### src/rtl/irq_flag_pkg.sv
package irq_flag_pkg;
    localparam int NUM_SRC  = 4;
    localparam int PORT_W   = 4;
    // Bit positions shared by the enable and request nibbles
    localparam int SRC_ADC  = 3;
    localparam int SRC_TMR0 = 2;
    localparam int SRC_TMR1 = 1;
    localparam int SRC_PORT = 0;
endpackage

### src/rtl/irq_port_edge.sv
module irq_port_edge #(
    parameter int PW = irq_flag_pkg::PORT_W
) (
    input  logic          clk,
    input  logic          rst_n,
    input  logic [PW-1:0] pins_i,
    input  logic [PW-1:0] analog_i,
    input  logic          pull_high_i,
    output logic          evt_o
);
    typedef struct packed {
        logic [PW-1:0] prev;
        logic          vld;
    } edge_st_t;

    edge_st_t st_d, st_q;
    logic [PW-1:0] hit;

    // Per-pin edge qualifier
    for (genvar g = 0; g < PW; g++) begin : g_pin
        always_comb begin
            if (!st_q.vld || analog_i[g]) begin
                hit[g] = 1'b0;
            end else if (pull_high_i) begin
                hit[g] = st_q.prev[g] & ~pins_i[g];
            end else begin
                hit[g] = ~st_q.prev[g] & pins_i[g];
            end
        end
    end

    always_comb begin
        st_d      = st_q;
        st_d.prev = pins_i;
        st_d.vld  = 1'b1;
        evt_o     = |hit;
    end

    always_ff @(posedge clk) begin
        if (!rst_n) begin
            st_q <= '0;
        end else begin
            st_q <= st_d;
        end
    end

    // an event needs a changing pin that is configured digital
    assert_analog_masked_R8: assert property (@(posedge clk) disable iff (!rst_n)
        evt_o |-> (|(~analog_i & (pins_i ^ st_q.prev))));

    // in pull-high mode an event needs a digital pin going 1 -> 0
    assert_fall_only_R6: assert property (@(posedge clk) disable iff (!rst_n)
        (evt_o && pull_high_i) |-> (|(~analog_i & st_q.prev & ~pins_i)));

    // in pull-low mode an event needs a digital pin going 0 -> 1
    assert_rise_only_R7: assert property (@(posedge clk) disable iff (!rst_n)
        (evt_o && !pull_high_i) |-> (|(~analog_i & ~st_q.prev & pins_i)));
endmodule

### src/rtl/irq_flag_bank.sv
module irq_flag_bank #(
    parameter int N = irq_flag_pkg::NUM_SRC
) (
    input  logic         clk,
    input  logic         rst_n,
    input  logic         en_wr_i,
    input  logic         req_wr_i,
    input  logic [N-1:0] wdata_i,
    input  logic [N-1:0] set_i,
    output logic [N-1:0] en_o,
    output logic [N-1:0] req_o
);
    typedef struct packed {
        logic [N-1:0] en;
        logic [N-1:0] req;
    } bank_st_t;

    bank_st_t st_d, st_q;
    logic [N-1:0] keep;

    // Per-bit clear mask: a written 0 drops the bit, a written 1 keeps it
    for (genvar b = 0; b < N; b++) begin : g_bit
        assign keep[b] = req_wr_i ? wdata_i[b] : 1'b1;
    end

    always_comb begin
        st_d = st_q;
        if (en_wr_i) begin
            st_d.en = wdata_i;
        end
        // Hardware set is ORed after the clear, so it wins
        st_d.req = (st_q.req & keep) | set_i;
    end

    always_ff @(posedge clk) begin
        if (!rst_n) begin
            st_q <= '0;
        end else begin
            st_q <= st_d;
        end
    end

    assign en_o  = st_q.en;
    assign req_o = st_q.req;

    // an enable write lands on the next cycle
    assert_en_write_R2: assert property (@(posedge clk) disable iff (!rst_n)
        en_wr_i |=> (en_o == $past(wdata_i)));

    // every source event is visible after its edge
    assert_set_wins_R5: assert property (@(posedge clk) disable iff (!rst_n)
        (|set_i) |=> ((req_o & $past(set_i)) == $past(set_i)));

    // bits written 0 without an event are clear afterwards
    assert_sw_clear_R4: assert property (@(posedge clk) disable iff (!rst_n)
        req_wr_i |=> ((req_o & ~$past(wdata_i) & ~$past(set_i)) == '0));

    // with no write and no event the requests hold
    assert_req_hold_R4: assert property (@(posedge clk) disable iff (!rst_n)
        (!req_wr_i && set_i == '0) |=> $stable(req_o));
endmodule

### src/rtl/irq_flag_ctrl.sv
module irq_flag_ctrl #(
    parameter int PORT_W = irq_flag_pkg::PORT_W
) (
    input  logic              clk,
    input  logic              rst_n,
    input  logic              wr_en,
    input  logic              wr_sel,
    input  logic [3:0]        wr_data,
    output logic [3:0]        en_rd,
    output logic [3:0]        req_rd,
    input  logic              adc_done,
    input  logic              tmr0_evt,
    input  logic              tmr1_evt,
    input  logic [PORT_W-1:0] port_pins,
    input  logic [PORT_W-1:0] port_analog,
    input  logic              pull_high,
    output logic              irq,
    output logic              wake
);
    import irq_flag_pkg::*;

    logic               port_evt;
    logic [NUM_SRC-1:0] src_set;
    logic [NUM_SRC-1:0] pend;

    irq_port_edge #(.PW(PORT_W)) u_edge (
        .clk         (clk),
        .rst_n       (rst_n),
        .pins_i      (port_pins),
        .analog_i    (port_analog),
        .pull_high_i (pull_high),
        .evt_o       (port_evt)
    );

    always_comb begin
        src_set           = '0;
        src_set[SRC_ADC]  = adc_done;
        src_set[SRC_TMR0] = tmr0_evt;
        src_set[SRC_TMR1] = tmr1_evt;
        src_set[SRC_PORT] = port_evt;
    end

    irq_flag_bank #(.N(NUM_SRC)) u_bank (
        .clk      (clk),
        .rst_n    (rst_n),
        .en_wr_i  (wr_en & ~wr_sel),
        .req_wr_i (wr_en & wr_sel),
        .wdata_i  (wr_data),
        .set_i    (src_set),
        .en_o     (en_rd),
        .req_o    (req_rd)
    );

    for (genvar s = 0; s < NUM_SRC; s++) begin : g_pend
        assign pend[s] = req_rd[s] & en_rd[s];
    end

    assign irq  = |pend;
    assign wake = pend[SRC_ADC];

    // a wake-up is always an interrupt too
    assert_wake_implies_irq_R10: assert property (@(posedge clk) disable iff (!rst_n)
        wake |-> irq);

    // with no enables the interrupt line stays low
    assert_no_irq_disabled_R9: assert property (@(posedge clk) disable iff (!rst_n)
        (en_rd == '0) |-> !irq);
endmodule

### config.mk
export PLATFORM = sky130hd
export DESIGN_NAME = irq_flag_ctrl
export DESIGN_NICKNAME = d
export VERILOG_FILES = /design/src/rtl/irq_flag_pkg.sv /design/src/rtl/irq_port_edge.sv /design/src/rtl/irq_flag_bank.sv /design/src/rtl/irq_flag_ctrl.sv
export SDC_FILE = /design/constraint.sdc
export NUM_CORES = 1
export LEC_CHECK = 0
export ABC_AREA = 0
export BUFFER_PORTS_ARGS = -buffer_cell sky130_fd_sc_hd__buf_2
export CAP_MARGIN = 20
export CORE_UTILIZATION = 41
export DETAILED_ROUTE_END_ITERATION = 7
export MAX_ROUTING_LAYER = met4
export PLACE_DENSITY = 0.75
export SYNTH_ARGS = -nofsm -noshare
export SYNTH_HDL_FRONTEND = slang
export SYNTH_SLANG_ARGS = --single-unit
### constraint.sdc
create_clock -name clk -period 1.3 [get_ports clk]
set_clock_uncertainty 0.05 [all_clocks]
set_input_delay 0.26 -clock clk [delete_from_list [all_inputs] [get_ports clk]]
set_output_delay 0.26 -clock clk [all_outputs]
set_load 0.03 [all_outputs]
==> flow_summary.json, run 1 <==
{
  "layout_worst_path_cycle_share_pct": 118,
  "drt_first_pass_iters": 4,
  "grt_util_all_layers_pct": 19.7,
  "worst_pin_slew_ns": 0.284,
  "required_ns": 0.99,
  "power_uw": 846,
  "grt_max_degree": 14,
  "reg2reg_from": "u_edge.st_q[2]",
  "tns_ns": -0.228,
  "synth-simple-area-share_pct": 24.2,
  "cp-startpoint": "u_bank.req_o[1]",
  "cts.sinks": 13,
  "drv_cap": 0,
  "violations": "setup timing",
  "holdWs_ns": 0.140,
  "cts_tree": "built",
  "diodes": 0,
  "power_leakage_uw": 0.000357,
  "ant_nets": 0,
  "synth_compound_area_share_pct": 19.1,
  "p_int_uw": 621,
  "rows": 12,
  "nNetsFinal": 108,
  "area_delta_synth_final_pct": 41.9,
  "wirelength_um": 1140,
  "clk_pin_slew_ns": 0.08,
  "die_y_um": 38.4,
  "first_iter_violations": 1,
  "htreeDepth": 1,
  "yosysSeqAreaShare_pct": 47.9,
  "status": "finished with violations",
  "p_per_area_nw_per_um2": 1100,
  "ir_drop_mv": 0.878,
  "power.share.sequential_pct": 51.7,
  "postSynthAreaPerCell_um2": 10.2,
  "first_global_vias": 473,
  "final_cells": 101,
  "clock_path_buffers": 2,
  "clk_latency_ns": 0.27,
  "pre_cts_ws_ns": 0.00707,
  "fin_ws_ns": -0.228,
  "critPathKind": "reg -> out",
  "grt_antenna_before_repair": 0,
  "coreArea_um2": 1170,
  "rsz0062_at_grt": "true",
  "hold_class": "in -> reg",
  "r2r.worst_path.cells": 4,
  "hold_viol_final": 0,
  "layout-drive-gt1-share_pct": 46.0,
  "yosys_warnings": 0,
  "critPathMaxFanout": 2,
  "switchingPower_uw": 225,
  "io-pin-count": 30,
  "synth_xor_area_share_pct": 0,
  "vias": 500,
  "startpoint_type": "flop",
  "drt-wirelength-per-cell_um": 11.3,
  "die_area_um2": 1470,
  "hpwl_um": 872,
  "fillers": 109,
  "grt_remaining_overflow": 0,
  "yosysTopAreaCell": "dfxtp_1",
  "synthMuxAreaShare_pct": 7.37,
  "synthTopCellsByArea": "dfxtp_1 (48%), o21a_1 (8.3%), mux2i_1 (7.4%), or3b_1 (6.5%), and2_1 (5.8%)",
  "clockRootBuffer": "clkbuf_4",
  "p_sw_share_pct": 26.6,
  "syn-num-nets": 73,
  "setup_viol": 1,
  "worstPathArrival_ns": 1.22,
  "synthDistinctLibCells": 15,
  "die_w_um": 38.4,
  "pwr-share-clk_pct": 28.9,
  "grt_pass1_wl_um": 1870,
  "p_comb_share_pct": 19.4,
  "port-buffer-count": 29,
  "drv_slew": 0,
  "endpoint_kind": "output pin",
  "min-delay-start": "adc_done",
  "synth_top_area_share_pct": 47.9,
  "via_per_inst": 4.95,
  "initial_core_util_pct": 46.4,
  "synthAdderAreaFrac_pct": 0,
  "place_inst": 97,
  "cts_buffers": 3,
  "post_cts_buffers": 0,
  "whs_path_depth": 2,
  "drc_errors": 0,
  "gp_congestion": 0.750,
  "max_freq_mhz": 654,
  "r2r_setup_slack_ns": 0.13,
  "synth_top_family_by_area": "simple AND/OR/NAND/NOR gates",
  "slew_headroom_pct": 80.8,
  "netlist_area_um2": 543,
  "netlist_instances": 53,
  "fin_crit_ns": 1.53,
  "ys_ff_latch": 13
}
[kinds of logic (layout without fill, tap and decap cells)]
kind of cell,count (synthesis),count (layout)
flip-flops,13,13
multiplexers,4,4
AND/OR/NAND/NOR,19,19
AO/OA/AOI/OAI,15,15
buffers and inverters,2,36
[timing repair]
action	CTS	global route
setup endpoints to repair	1	2
hold buffers	0	0
resized for setup	2	3
[stage by stage]
step                      util (%)  area [um^2]
after CTS                     65.4          766
after floorplan                  -          556
after global placement        62.6          733
final                         65.8          771
after global routing          65.8          771
after detailed placement      62.6          733
[routing by layer]
layer | global-route usage, % | share of wire, %
met5 | - | 0
met4 | 5.17 | 0
met3 | 10.5 | 6.7
met2 | 31.8 | 48
met1 | 21.2 | 45
[power by group through the flow]
stage	clock (uW)	sequential, uW	combinational (uW)
after floorplan	0	475	63.1
after global routing	272	440	180
final	244	437	164
after CTS	255	436	166
after detailed placement	0	445	161
after global placement	0	445	158
[area by class of cell]
type | instances | area, um^2 | area share (%)
Timing Repair Buffer | 32 | 176 | 22.9
Sequential cell | 13 | 264 | 34.3
Clock buffer | 4 | 26.3 | 3.41
Tap cell | 14 | 17.5 | 2.27
Multi-Input combinational cell | 38 | 287 | 37.2
[worst max-delay path: stages (launching register included)]
cell     delay (ns)
dfxtp_2        0.32
a22o_1         0.23
a211o_4        0.26
buf_6          0.14
[Yosys cell counts]
| cell type | n |
|---|---|
| dfxtp_1 | 13 |
| o21a_1 | 6 |
| and2_1 | 5 |
| nor2b_1 | 5 |
| a21oi_1 | 4 |
| mux2i_1 | 4 |
| nand3b_1 | 4 |
| or3b_1 | 4 |
| clkbuf_1 | 2 |
| a211o_1 | 1 |
| a21boi_1 | 1 |
| a22o_1 | 1 |
| nand2_1 | 1 |
| o21ai_0 | 1 |
| o41ai_1 | 1 |
[registers in the layout (all words and copies together) (netlist names)]
name          flops
u_edge.st_q       5
u_bank.en_o       4
u_bank.req_o      4
[placed cells by master (no fill, tap or decap)]
cell type  netlist  routed
nand2_1          1       1
or3b_1           4       4
nor2b_1          5       5
dfxtp_1         13      10
clkbuf_1         2       1
clkbuf_4         0       4
a22o_1           1       1
dfxtp_2          0       3
and2_4           0       1
a21oi_1          4       4
o21ai_0          1       1
o21a_1           6       6
a211o_4          0       1
o41ai_1          1       1
buf_4            0       3
nand3b_1         4       4
buf_6            0       1
and2_1           5       4
mux2i_1          4       4
a21boi_1         1       1
buf_2            0      27
[final timing paths]
check	endpoint
worst max-delay path	irq
worst min-delay path	u_bank.req_o[3]
worst max register to register	u_bank.req_o[0]
worst min register to register	u_bank.req_o[0]
(Power assumes the default switching activity.)
==> run 2, diff against run 1 <==
CORE_MARGIN = 5   (was not set)
==> run 2 against run 1 <==
Effect of this change:
- the run still ends with setup timing left
- critical path depth did not move
- global-route usage fell by 6.1 points
- register-to-register slack hardly changed
- combinational power barely moved
- fmax decreased by 0.23%
- sequential share of layout area grew 0.28 points
- core utilization down 5.6 points
- final cell count is the same
==> flow_summary.json, run 2 (same netlist as run 1, synthesis figures left out) <==
{
  "final_cell_mix": "buf_2 (27), dfxtp_1 (10), o21a_1 (6)",
  "required_ns": 0.99,
  "layout_worst_path_cycle_share_pct": 118,
  "endpoint_kind": "output pin",
  "drv_slew": 0,
  "multiInputGateArea_um2": 287,
  "hold_viol_final": 0,
  "drt-wirelength-per-cell_um": 11.9,
  "fillers": 128,
  "drv_cap": 0,
  "r2r_setup_slack_ns": 0.14,
  "clockRootBuffer": "clkbuf_4",
  "diodes": 0,
  "first_global_vias": 467,
  "die_w_um": 46.4,
  "worstPathArrival_ns": 1.22,
  "maxUsedRoutingLayer": "met3",
  "setup_viol": 1,
  "startpoint_type": "flop",
  "worst_pin_slew_ns": 0.257,
  "power_leakage_uw": 0.000353,
  "htreeDepth": 1,
  "holdBufCountCts": 0,
  "critPathCapture": "irq",
  "slew_headroom_pct": 82.7,
  "max_freq_mhz": 653,
  "cp-startpoint": "u_bank.req_o[1]",
  "reg2reg_from": "u_edge.st_q[4]",
  "cts.sinks": 13,
  "status": "finished with violations",
  "drc_errors": 0,
  "pre_cts_ws_ns": 0.00992,
  "clk_latency_ns": 0.27,
  "die_area_um2": 2150,
  "fin_ws_ns": -0.232,
  "port-buffer-count": 29,
  "m1WireLength_um": 482,
  "rsz0062_at_grt": "true",
  "die_y_um": 46.4,
  "layout-drive-gt1-share_pct": 45.3,
  "initial_core_util_pct": 42.8,
  "violations": "setup timing",
  "regArea_um2": 264,
  "area_delta_synth_final_pct": 40.8,
  "timing.rr.end": "u_bank.req_o[0]",
  "finalCoreUtilization_pct": 60.3,
  "final_common_cell": "buf_2",
  "r2r.worst_path.cells": 4,
  "gp_congestion": 0.647,
  "ant_nets": 0,
  "wirelength_um": 1200,
  "via_per_inst": 4.84,
  "cts_buffers": 3,
  "vias": 489,
  "p_per_area_nw_per_um2": 1100,
  "grt_max_degree": 14,
  "hold_class": "in -> reg",
  "fin_crit_ns": 1.53,
  "hpwl_um": 1000,
  "nNetsFinal": 107,
  "critPathKind": "reg -> out",
  "clock_path_buffers": 2,
  "wl_met3_um": 94,
  "power_uw": 838,
  "largest_register_ffs": 5,
  "drt_first_pass_iters": 4,
  "wl_met2_um": 625,
  "io-pin-count": 30,
  "holdWs_ns": 0.150,
  "grt_antenna_before_repair": 0,
  "first_iter_violations": 2,
  "clk_pin_slew_ns": 0.07,
  "grt_util_all_layers_pct": 13.6,
  "critPathMaxFanout": 2,
  "regMostFlops": "u_edge.st_q",
  "ir_drop_mv": 0.803,
  "coreArea_um2": 1270,
  "tns_ns": -0.232,
  "cts_tree": "built",
  "grt_pass1_wl_um": 1970,
  "rows": 13,
  "grt_remaining_overflow": 0
}
-- run 2: cell types whose count changed in the layout (fill, tap and decap cells not counted) --
cell / previous run / this run
clkbuf_4: 4 / 3
-- run 2: per-layer routing --
metal	track usage (%)	vias up
li1	-	254
met1	15.2	220
met2	21.2	15
met3	4.69	0
met4	6.82	0
met5	-	-
-- run 2: cell type report --
class                   count  area share (%)
repair buffers             31            22.1
multi-input cells          38            37.5
clock buffers               4            3.44
flip-flops and latches     13            34.5
well taps                  15            2.45
-- run 2: repair_timing --
item,in CTS,in global routing
gates resized for setup,4,1
setup buffers,0,0
endpoints found under the setup margin,2,2
-- run 2: stage by stage --
stage | instances | instance area (um^2)
3_3_place_gp | 97 | 727
2_1_floorplan | 53 | 556
4_1_cts | 101 | 763
6_report | 101 | 764
5_1_grt | 101 | 764
3_5_place_dp | 97 | 727
-- run 2: worst min-delay path by stage --
stage / startpoint / endpoint / depth (start not counted)
detailed placement: u_edge.st_q[0] / u_bank.req_o[0] / 2
global placement: u_edge.st_q[0] / u_bank.req_o[0] / 2
CTS: tmr0_evt / u_bank.req_o[2] / 2
finish: tmr0_evt / u_bank.req_o[2] / 2
floorplan: rst_n / u_edge.st_q[0] / 0
global route: port_pins[3] / u_edge.st_q[4] / 2
-- run 2: worst max-delay path, stage by stage (launching register included) --
cell and delay [ns]:
dfxtp_1 0.32, a22o_1 0.24, a211o_4 0.26, buf_6 0.14
-- run 2: power by group --
group          switching (uW)  internal [uW]  total (uW)
clock network             120            119         239
logic                    84.2           77.4         162
registers                14.8            423         438
==> run 3, diff against run 2 <==
PLACE_DENSITY = 0.86   (was 0.75)
==> run 3 against run 2 <==
Effect of this change:
- the run still ends with setup timing left
- global-route usage is 0.60 points higher
- sequential share of layout area is 0.11 points lower
- power is 0.34% higher
- worst hold slack worse by 0.0037 ns
- design area is 0.16% lower
- combinational power hardly changed
- largest cell class unchanged
- largest power group unchanged
- highest routed layer is now met4
==> flow_summary.json, run 3 (same netlist as run 1, synthesis figures left out) <==
{
  "final_common_cell": "buf_2",
  "use_met2_pct": 20.6,
  "io-pin-count": 30,
  "cts_tree": "built",
  "worstPathArrival_ns": 1.22,
  "coreArea_um2": 1270,
  "grt_antenna_before_repair": 0,
  "die_y_um": 46.4,
  "setup_viol": 1,
  "violations": "setup timing",
  "grt.met1_usage_pct": 16.7,
  "clk_pin_slew_ns": 0.07,
  "hpwl_um": 1010,
  "worst_pin_slew_ns": 0.278,
  "layout-drive-gt1-share_pct": 44.2,
  "gp_congestion": 0.688,
  "power_leakage_uw": 0.000352,
  "cts.sinks": 13,
  "cts_buffers": 3,
  "hold_viol_final": 0,
  "regMostFlops": "u_edge.st_q",
  "cp-startpoint": "u_bank.req_o[1]",
  "drt-wirelength-per-cell_um": 12.6,
  "drv_slew": 0,
  "fin_crit_ns": 1.53,
  "port-buffer-count": 29,
  "p_per_area_nw_per_um2": 1100,
  "initial_core_util_pct": 42.8,
  "r2r.worst_path.cells": 4,
  "slew_headroom_pct": 81.2,
  "endpoint_kind": "output pin",
  "via_per_inst": 5.01,
  "clk_latency_ns": 0.27,
  "critPathMaxFanout": 2,
  "ir_drop_mv": 0.637,
  "diodes": 0,
  "vias": 506,
  "critPathKind": "reg -> out",
  "holdWs_ns": 0.146,
  "status": "finished with violations",
  "tns_ns": -0.229,
  "grt_remaining_overflow": 0,
  "min-delay-start": "tmr1_evt",
  "hold_class": "in -> reg",
  "nNetsFinal": 107,
  "layout_worst_path_cycle_share_pct": 118,
  "ant_nets": 0,
  "drt_first_pass_iters": 3,
  "wirelength_um": 1270,
  "htreeDepth": 1,
  "first_iter_violations": 7,
  "pre_cts_ws_ns": 0.0108,
  "grt_max_degree": 14,
  "crit_family": "compound AO/OA/AOI/OAI gates",
  "crit_chain": "a22o_1 > a211o_4 > buf_6",
  "die_area_um2": 2150,
  "area_delta_synth_final_pct": 40.6,
  "drc_errors": 0,
  "max_stage_delay_ns": 0.31,
  "die_w_um": 46.4,
  "grt_pass1_wl_um": 2040,
  "met3_usage_pct": 3.91,
  "busiest_layer": "met2",
  "cp_num_buf_inv": 1,
  "largest_register_ffs": 5,
  "clock_path_buffers": 2,
  "slowest_stage": "dfxtp_1",
  "grt_util_all_layers_pct": 14.2,
  "rows": 13,
  "required_ns": 0.99,
  "drv_cap": 0,
  "fin_ws_ns": -0.229,
  "whs_path_depth": 2,
  "post_cts_buffers": 0,
  "rsz0062_at_grt": "true",
  "path_depth": 3,
  "final_cell_mix": "buf_2 (27), dfxtp_1 (11), o21a_1 (6)",
  "first_global_vias": 502,
  "startpoint_type": "flop",
  "max_freq_mhz": 654,
  "clockRootBuffer": "clkbuf_4",
  "reg2reg_from": "u_edge.st_q[4]"
}
==> run 3: final timing paths <==
path / end / slack (ns)
setup reg to reg: u_bank.req_o[0] / 0.14
setup / recovery: irq / -0.23
hold reg to reg: u_bank.req_o[0] / 0.40
hold / removal: u_bank.req_o[1] / 0.15
==> run 3: repair_timing <==
item / 4_1_cts / 5_1_grt
setup endpoints to repair: 2 / 2
pin swaps: 0 / 0
hold buffers: 0 / 0
gates resized for setup: 3 / 1
==> run 3: layout make-up <==
type / count / area, um^2
Sequential cell: 13 / 263
Fill cell: 114 / 505
Timing Repair Buffer: 31 / 169
Multi-Input combinational cell: 38 / 287
Clock buffer: 4 / 26.3
Tap cell: 15 / 18.8
==> run 3: power by group <==
group	leakage (uW)	internal (uW)	switching, uW
clock	0.0000150	119	122
combinational	0.000229	77.5	85.3
sequential	0.000109	423	14.5
total	0.000352	619	222
==> run 3: metrics by stage <==
stage	area, um^2	utilization (%)	total power, uW	cells
2_1_floorplan	556	-	539	53
3_3_place_gp	727	57.3	601	97
3_5_place_dp	727	57.3	606	97
4_1_cts	762	60.1	857	101
5_1_grt	763	60.2	897	101
6_report	763	60.2	841	101
==> run 3: routing by layer <==
layer	vias up	part of all wire [%]
met1	228	42
met4	0	0.39
li1	255	-
met5	-	0
met3	2	8.8
met2	21	48
